===== src/rtl/nrzi_pkg.sv =====
package nrzi_pkg;

    // Default number of consecutive ones that triggers an inserted zero.
    localparam int unsigned DEF_RUN_LEN = 6;

    // Width of a counter that must reach n.
    function automatic int unsigned cnt_width(input int unsigned n);
        return (n < 1) ? 1 : $clog2(n + 1);
    endfunction

    // Classification of a sampled receive bit period.
    typedef enum logic [1:0] {
        BIT_DATA  = 2'd0,
        BIT_STUFF = 2'd1,
        BIT_VIOL  = 2'd2
    } rx_kind_e;

endpackage


===== src/rtl/nrzi_tx.sv =====
module nrzi_tx #(
    parameter int unsigned RUN_LEN = nrzi_pkg::DEF_RUN_LEN
) (
    input  logic clk,
    input  logic rst_n,
    input  logic in_valid,
    input  logic in_data,
    output logic in_ready,
    output logic line_o,
    output logic line_vld_o
);
    localparam int unsigned     CW      = nrzi_pkg::cnt_width(RUN_LEN);
    localparam logic [CW-1:0]   RUN_MAX = CW'(RUN_LEN);

    typedef struct packed {
        logic          line;
        logic          vld;
        logic [CW-1:0] run;
    } tx_st_t;

    tx_st_t st_d, st_q;
    logic   stuff_due;

    always_comb begin
        st_d      = st_q;
        st_d.vld  = 1'b0;
        stuff_due = (st_q.run == RUN_MAX);
        if (stuff_due) begin
            // inserted zero: toggle the line, input waits
            st_d.line = ~st_q.line;
            st_d.vld  = 1'b1;
            st_d.run  = '0;
        end else if (in_valid) begin
            st_d.vld = 1'b1;
            if (in_data) begin
                st_d.run = st_q.run + 1'b1;
            end else begin
                st_d.line = ~st_q.line;
                st_d.run  = '0;
            end
        end
    end

    always_ff @(posedge clk) begin
        if (!rst_n) begin
            st_q <= '{line: 1'b1, vld: 1'b0, run: '0};
        end else begin
            st_q <= st_d;
        end
    end

    assign in_ready   = ~stuff_due;
    assign line_o     = st_q.line;
    assign line_vld_o = st_q.vld;

endmodule


===== src/rtl/nrzi_rx.sv =====
module nrzi_rx #(
    parameter int unsigned RUN_LEN = nrzi_pkg::DEF_RUN_LEN
) (
    input  logic clk,
    input  logic rst_n,
    input  logic sample_i,
    input  logic line_i,
    output logic out_vld_o,
    output logic out_data_o,
    output logic err_o
);
    import nrzi_pkg::*;

    localparam int unsigned     CW      = cnt_width(RUN_LEN);
    localparam logic [CW-1:0]   RUN_MAX = CW'(RUN_LEN);

    typedef struct packed {
        logic          prev;
        logic          vld;
        logic          data;
        logic          err;
        logic [CW-1:0] run;
    } rx_st_t;

    rx_st_t   st_d, st_q;
    logic     dec_bit;
    rx_kind_e kind;

    always_comb begin
        st_d     = st_q;
        st_d.vld = 1'b0;
        st_d.err = 1'b0;
        dec_bit  = (line_i == st_q.prev);
        kind     = BIT_DATA;
        if (st_q.run == RUN_MAX) begin
            kind = dec_bit ? BIT_VIOL : BIT_STUFF;
        end
        if (sample_i) begin
            st_d.prev = line_i;
            unique case (kind)
                BIT_STUFF: st_d.run = '0;
                BIT_VIOL: begin
                    st_d.run = '0;
                    st_d.err = 1'b1;
                end
                default: begin
                    st_d.vld  = 1'b1;
                    st_d.data = dec_bit;
                    st_d.run  = dec_bit ? (st_q.run + 1'b1) : '0;
                end
            endcase
        end
    end

    always_ff @(posedge clk) begin
        if (!rst_n) begin
            st_q <= '{prev: 1'b1, vld: 1'b0, data: 1'b0, err: 1'b0, run: '0};
        end else begin
            st_q <= st_d;
        end
    end

    assign out_vld_o  = st_q.vld;
    assign out_data_o = st_q.data;
    assign err_o      = st_q.err;

endmodule


===== src/rtl/nrzi_stuff_codec.sv =====
module nrzi_stuff_codec #(
    parameter int unsigned RUN_LEN = nrzi_pkg::DEF_RUN_LEN
) (
    input  logic clk,
    input  logic rst_n,
    input  logic tx_valid,
    input  logic tx_data,
    output logic tx_ready,
    output logic tx_line,
    output logic tx_line_vld,
    input  logic rx_sample,
    input  logic rx_line,
    output logic rx_out_vld,
    output logic rx_out_data,
    output logic rx_stuff_err
);

    nrzi_tx #(.RUN_LEN(RUN_LEN)) u_tx (
        .clk        (clk),
        .rst_n      (rst_n),
        .in_valid   (tx_valid),
        .in_data    (tx_data),
        .in_ready   (tx_ready),
        .line_o     (tx_line),
        .line_vld_o (tx_line_vld)
    );

    nrzi_rx #(.RUN_LEN(RUN_LEN)) u_rx (
        .clk        (clk),
        .rst_n      (rst_n),
        .sample_i   (rx_sample),
        .line_i     (rx_line),
        .out_vld_o  (rx_out_vld),
        .out_data_o (rx_out_data),
        .err_o      (rx_stuff_err)
    );

endmodule


===== config.mk =====
export PLATFORM = sky130hd
export DESIGN_NAME = nrzi_stuff_codec
export DESIGN_NICKNAME = d
export VERILOG_FILES = /design/src/rtl/nrzi_pkg.sv /design/src/rtl/nrzi_tx.sv /design/src/rtl/nrzi_rx.sv /design/src/rtl/nrzi_stuff_codec.sv
export SDC_FILE = /design/constraint.sdc
export NUM_CORES = 1
export LEC_CHECK = 0
export ABC_AREA = 1
export BUFFER_PORTS_ARGS = -buffer_cell sky130_fd_sc_hd__buf_2
export CORE_AREA = 2 2 39 41
export CTS_CLUSTER_DIAMETER = 60
export DETAILED_ROUTE_END_ITERATION = 6
export DIE_AREA = 0 0 41 43
export PLACE_DENSITY = 0.74
export SLEW_MARGIN = 20
export SYNTH_ARGS = -nofsm -noshare
export SYNTH_HDL_FRONTEND = slang
export SYNTH_HIERARCHICAL = 1
export SYNTH_SLANG_ARGS = --single-unit
export TNS_END_PERCENT = 5

===== constraint.sdc =====
create_clock -name clk -period 1.4 [get_ports clk]
set_input_delay 0 -clock clk [delete_from_list [all_inputs] [get_ports clk]]
set_output_delay 0 -clock clk [all_outputs]
set_load 0.02 [all_outputs]

Word-level counts from Yosys, hierarchy flattened
Index checks and enable logic that the tools add are counted.

storage, ports and cells
  register bits = 12
  input port bits = 6
  output and inout bits = 6
  word-level logic and storage cells = 36

operators by class
  add/subtract/negate cells = 2
  equal/unequal tests = 6
  muxes and demuxes = 10
  bitwise gates (word level) = 4
  reduce and logical (&&, ||, !) cells = 6

operators with widths
  kind                   number
  $mux W5                2
  $mux W3                3
  $add A3 B1 Y3 const B  2
  $eq A3 B3 Y1 const B   2
  $mux W2                3
  $reduce_and A2 Y1      3
  $not A1 Y1             4
  $reduce_or A2 Y1       2
  $eq A2 B1 Y1 const B   1
  $eq A2 B2 Y1 const B   1
  $mux W1                2
  $ne A2 B1 Y1 const B   1
  $reduce_bool A2 Y1     1
  $eq A1 B1 Y1           1

Depth between registers and ports, before layout
  word-level depth = 7
  depth in mapped cells = 6
  depth with buffers taken out = 6

By module
The synthesis kept the hierarchy.

by module, submodules not included
  module   times used  cells an instance  area each (µm²)  seq. area each (µm²)
  nrzi_rx  1           41                 311.5            140.1
  nrzi_tx  1           32                 242.7            100.1

Worst setup path after synthesis
OpenSTA, ideal clock, no wires.

  path kind = reg-to-reg
  start = register u_rx/st_q[0] in the netlist's numbering
  end = register u_rx.st_q, in the netlist u_rx/out_data_o
  library setup time = 0.120 ns
  arrival = 0.922 ns
  data required time = 1.280 ns
  path slack = 0.358 ns
  stages on the path, launching flop included = 7
  buffers on the path = 0
  clock period less this slack = 1.042 ns
  cell sequence = dfxtp_1 -> inv_1 -> ha_1 -> a21oi_4 -> inv_1 -> nand2_1 -> a21oi_1

between the ends
  cells in the longest elaborated chain, start to end = 6
  elaborated cells between the ends (all ways) = 7
  those cells by class = eq/ne (3); mux (1); bitwise (1); reduce/logical (2)

ends and longest elaborated chain
  item                                          line           RTL
  start, declared                               nrzi_rx.sv:25  rx_st_t st_d, st_q;
  start signal, assigned                        nrzi_rx.sv:57  st_q <= '{prev: 1'b1, vld: 1'b0, data: 1'b0, err: 1'b0, run: '0};
  start signal, assigned                        nrzi_rx.sv:59  st_q <= st_d;
  $eq A3 B3 Y1 *                                nrzi_rx.sv:35  if (st_q.run == RUN_MAX) begin
  $mux W2 *                                     nrzi_rx.sv:35
  $eq A2 B1 Y1 or $eq A2 B2 Y1 (tied branches)  nrzi_rx.sv:40  unique case (kind)
  $reduce_or A2 Y1 (no source line) *           --
  $not A1 Y1 (no source line) *                 --
  $reduce_and A2 Y1 (no source line) *          --

Mark *: on every way between the ends. The rest lies on a longest branch, timed or not.
A chain may end at the register's enable or synchronous reset.

==> run_results.csv <==
group,metric,value,unit
routing,drt-initial-drc-count,4,
routing,vias,491,
cts,clkTransAtPathRegs,0.08,ns
job,cap_violations,0,
setup_path,worst_ep_arrival_time,1.46,ns
floorplan,start_util,0.401,
global_routing,use_met1,0.147,
timing,hold_violations,0,
timing,slew_headroom,0.858,
logic_synthesis,ys_ff_latch,12,
pwr,p_leak,0.352,nW
cts,cts_tree,"built",
layout,final_layout_size_suffix_gt1_frac,0.231,
placement,gp_congestion,0.739,
setup_path,path_max_fanout,6,
worst_hold_path,min_path_type,"primary input to flop",
cts,post_cts_buffers,0,
timing,tightestPinTransition,0.212,ns
pwr,power_frac_seq,0.503,
placement,place_inst,100,
setup_path,worst_setup_path_end_kind,"flop",
floorplan,io_pins,12,
cts,h-tree-depth,1,
timing,period_needed,1.30,ns
global_routing,busiest_layer,"met2",
pwr,power_density,1020,mW/mm2
global_routing,grt_util_met3,0.0314,
cts,clk_latency,0.27,ns
cts,numCtsBuffers,3,
pwr,p_sw,0.000171,W
timing,post-route-period-util,0.928,
layout,multi_input_area,265,um2
logic_synthesis,syn_area,554,um2
run_status,status,"complete, no violations",
routing,drt_pass1_iterations,4,
timing,skew,0.00320,ns
cts,clock_sinks,12,
pwr,p_sw_frac,0.237,
logic_synthesis,synth_cell_types,15,
logic_synthesis,yosysSeqAreaShare,0.433,
layout,nets,102,
timing,max_freq,770,MHz
setup_path,cp-start-kind,"primary input",
pwr,clkPwrFrac,0.374,
routing,final_antenna_net_count,0,
timing,finalSetupTns,0,ns
routing,vias_per_cell,4.59,
layout,n_antenna_cell,0,
floorplan,core_area,0.00138,mm2
pwr,vdd_drop_max,0.459,mV
cts,cts-root-buf,"clkbuf_4",
pwr,combPwrFrac,0.123,
cts,clk_path_buf_depth,2,
placement,place.detailed.hpwl,769,um
global_routing,antenna_found_initial,0,
floorplan,rows,14,
global_routing,grt_use_total,0.133,
floorplan,die_x,41,um
floorplan,die-area,0.00176,mm2
placement,port_buffers,11,
timing,rsz0062_at_grt,"false",
global_routing,first_global_vias,447,
pwr,p_int,0.000550,W
logic_synthesis,syn_area_per_cell,7.59,um2
global_routing,grtUsageMet2,0.216,
setup_path,critPathKind,"primary input to flop",
global_routing,grt-ovfl-total,0,
floorplan,die_h,43,um
setup_path,cp_data_required_time,1.56,ns
logic_synthesis,synth.net_count,83,
layout,syn2layout_area_growth,27.3,%
routing,drc,0,
global_routing,grt_max_degree,8,
routing,routedWlPerCell,9.46,um
logic_synthesis,synthCells,73,
layout,ff_latch_area,240,um2
layout,fillers,143,
layout,fin_cells,107,
global_routing,grt_pass1_wl,1590,um
timing,finalSetupViolCount,0,
timing,finalMaxSlewViolations,0,
logic_synthesis,synth_warnings,6,
routing,totalWireLength,1010,um
-- final timing paths --
kind                                       from         endpoint  slack (ns)  cells past startpoint
worst min-delay path                    tx_data     u_tx/st_q[1]        0.02                      3
worst min register to register  u_rx/out_data_o  u_rx/out_data_o        0.46                      2
worst max-delay path                      rst_n     u_rx/st_q[6]        0.10                      6
worst max register to register     u_rx/st_q[6]     u_rx/st_q[6]        0.26                      3
-- cell type report --
cell class	count	share of cell area
multi-input combinational	47	0.376
sequential	12	0.340
timing repair buffer	14	0.129
inverter	14	0.0745
clock buffer	4	0.0514
tap	16	0.0284
-- flip-flops by register name (all words and copies together), names as in the netlist --
signal           cells
u_rx/st_q            4
u_tx/st_q            3
u_rx/err_o           1
u_rx/out_data_o      1
u_rx/out_vld_o       1
u_tx/line_o          1
u_tx/line_vld_o      1
-- power groups by stage --
stage                     Sequential, W  Combinational, W  Clock, W
after global placement         0.000371         0.0000760         0
after global routing           0.000364          0.000100  0.000296
final                          0.000363         0.0000887  0.000270
after CTS                      0.000363         0.0000853  0.000285
after floorplan                0.000379         0.0000418         0
after detailed placement       0.000371         0.0000780         0
-- metrics by stage --
step / hold slack (ns) / power (W) / utilization / setup WS (ns) / cell area (um2)
3_5_place_dp: 0.232 / 0.000449 / 0.455 / 0.282 / 629
2_1_floorplan: 0.0724 / 0.000421 / - / 0.358 / 554
3_3_place_gp: 0.230 / 0.000447 / 0.455 / 0.335 / 629
5_1_grt: 0.0152 / 0.000761 / 0.510 / 0.0501 / 706
6_report: 0.0164 / 0.000722 / 0.510 / 0.101 / 706
4_1_cts: 0.00720 / 0.000733 / 0.503 / 0.0181 / 696
-- routing by layer --
metal	wire length (um)	part of all wire
met3	50	0.049
met2	490	0.48
met1	471	0.47
met4	0	0
met5	0	0
-- cells by family after synthesis --
logic type,Yosys count,share of synthesized area
fa+ha+maj,4,0.0903
flops,12,0.433
buf+inv,14,0.0948
compound gates,11,0.124
simple gates,32,0.257
-- worst max-delay path: stages --
cell and delay (ns):
dlygate4sd3_1 0.54, buf_6 0.12, inv_2 0.06, a21oi_2 0.09, o21ai_0 0.08, dlygate4sd3_1 0.56
-- placed cells by master (no fill, tap or decap) --
master,instances
clkbuf_4,3
nand3b_1,1
ha_1,4
a21oi_1,6
a21oi_2,1
nor3_1,1
nand2_2,1
buf_2,10
dfxtp_1,12
a21boi_1,1
a21oi_4,1
nand3_1,7
inv_2,2
o21ai_0,2
buf_6,1
inv_1,12
nand2_1,19
clkbuf_8,1
nor2_1,2
dlygate4sd3_1,3
nand3_2,1
-- repair_timing --
item                                   CTS  global route
endpoints found under the hold margin    2             0
setup endpoints to repair                0             1
hold buffers                             3             0
gates resized for setup                  0             5
-- synth_stat cells --
library cell	instances	area, um2
a21oi_1	7	35.0
nand3b_1	1	7.51
dfxtp_1	12	240
nor3_1	1	5.00
nor2_1	2	7.51
inv_2	1	3.75
inv_1	13	48.8
nand3_1	7	35.0
a21oi_4	1	16.3
a21boi_1	1	7.51
nand3_2	1	10.0
nand2_1	19	71.3
o21ai_0	2	10.0
nand2_2	1	6.26
ha_1	4	50.1
No activity file was read; power rests on OpenSTA's default activity.
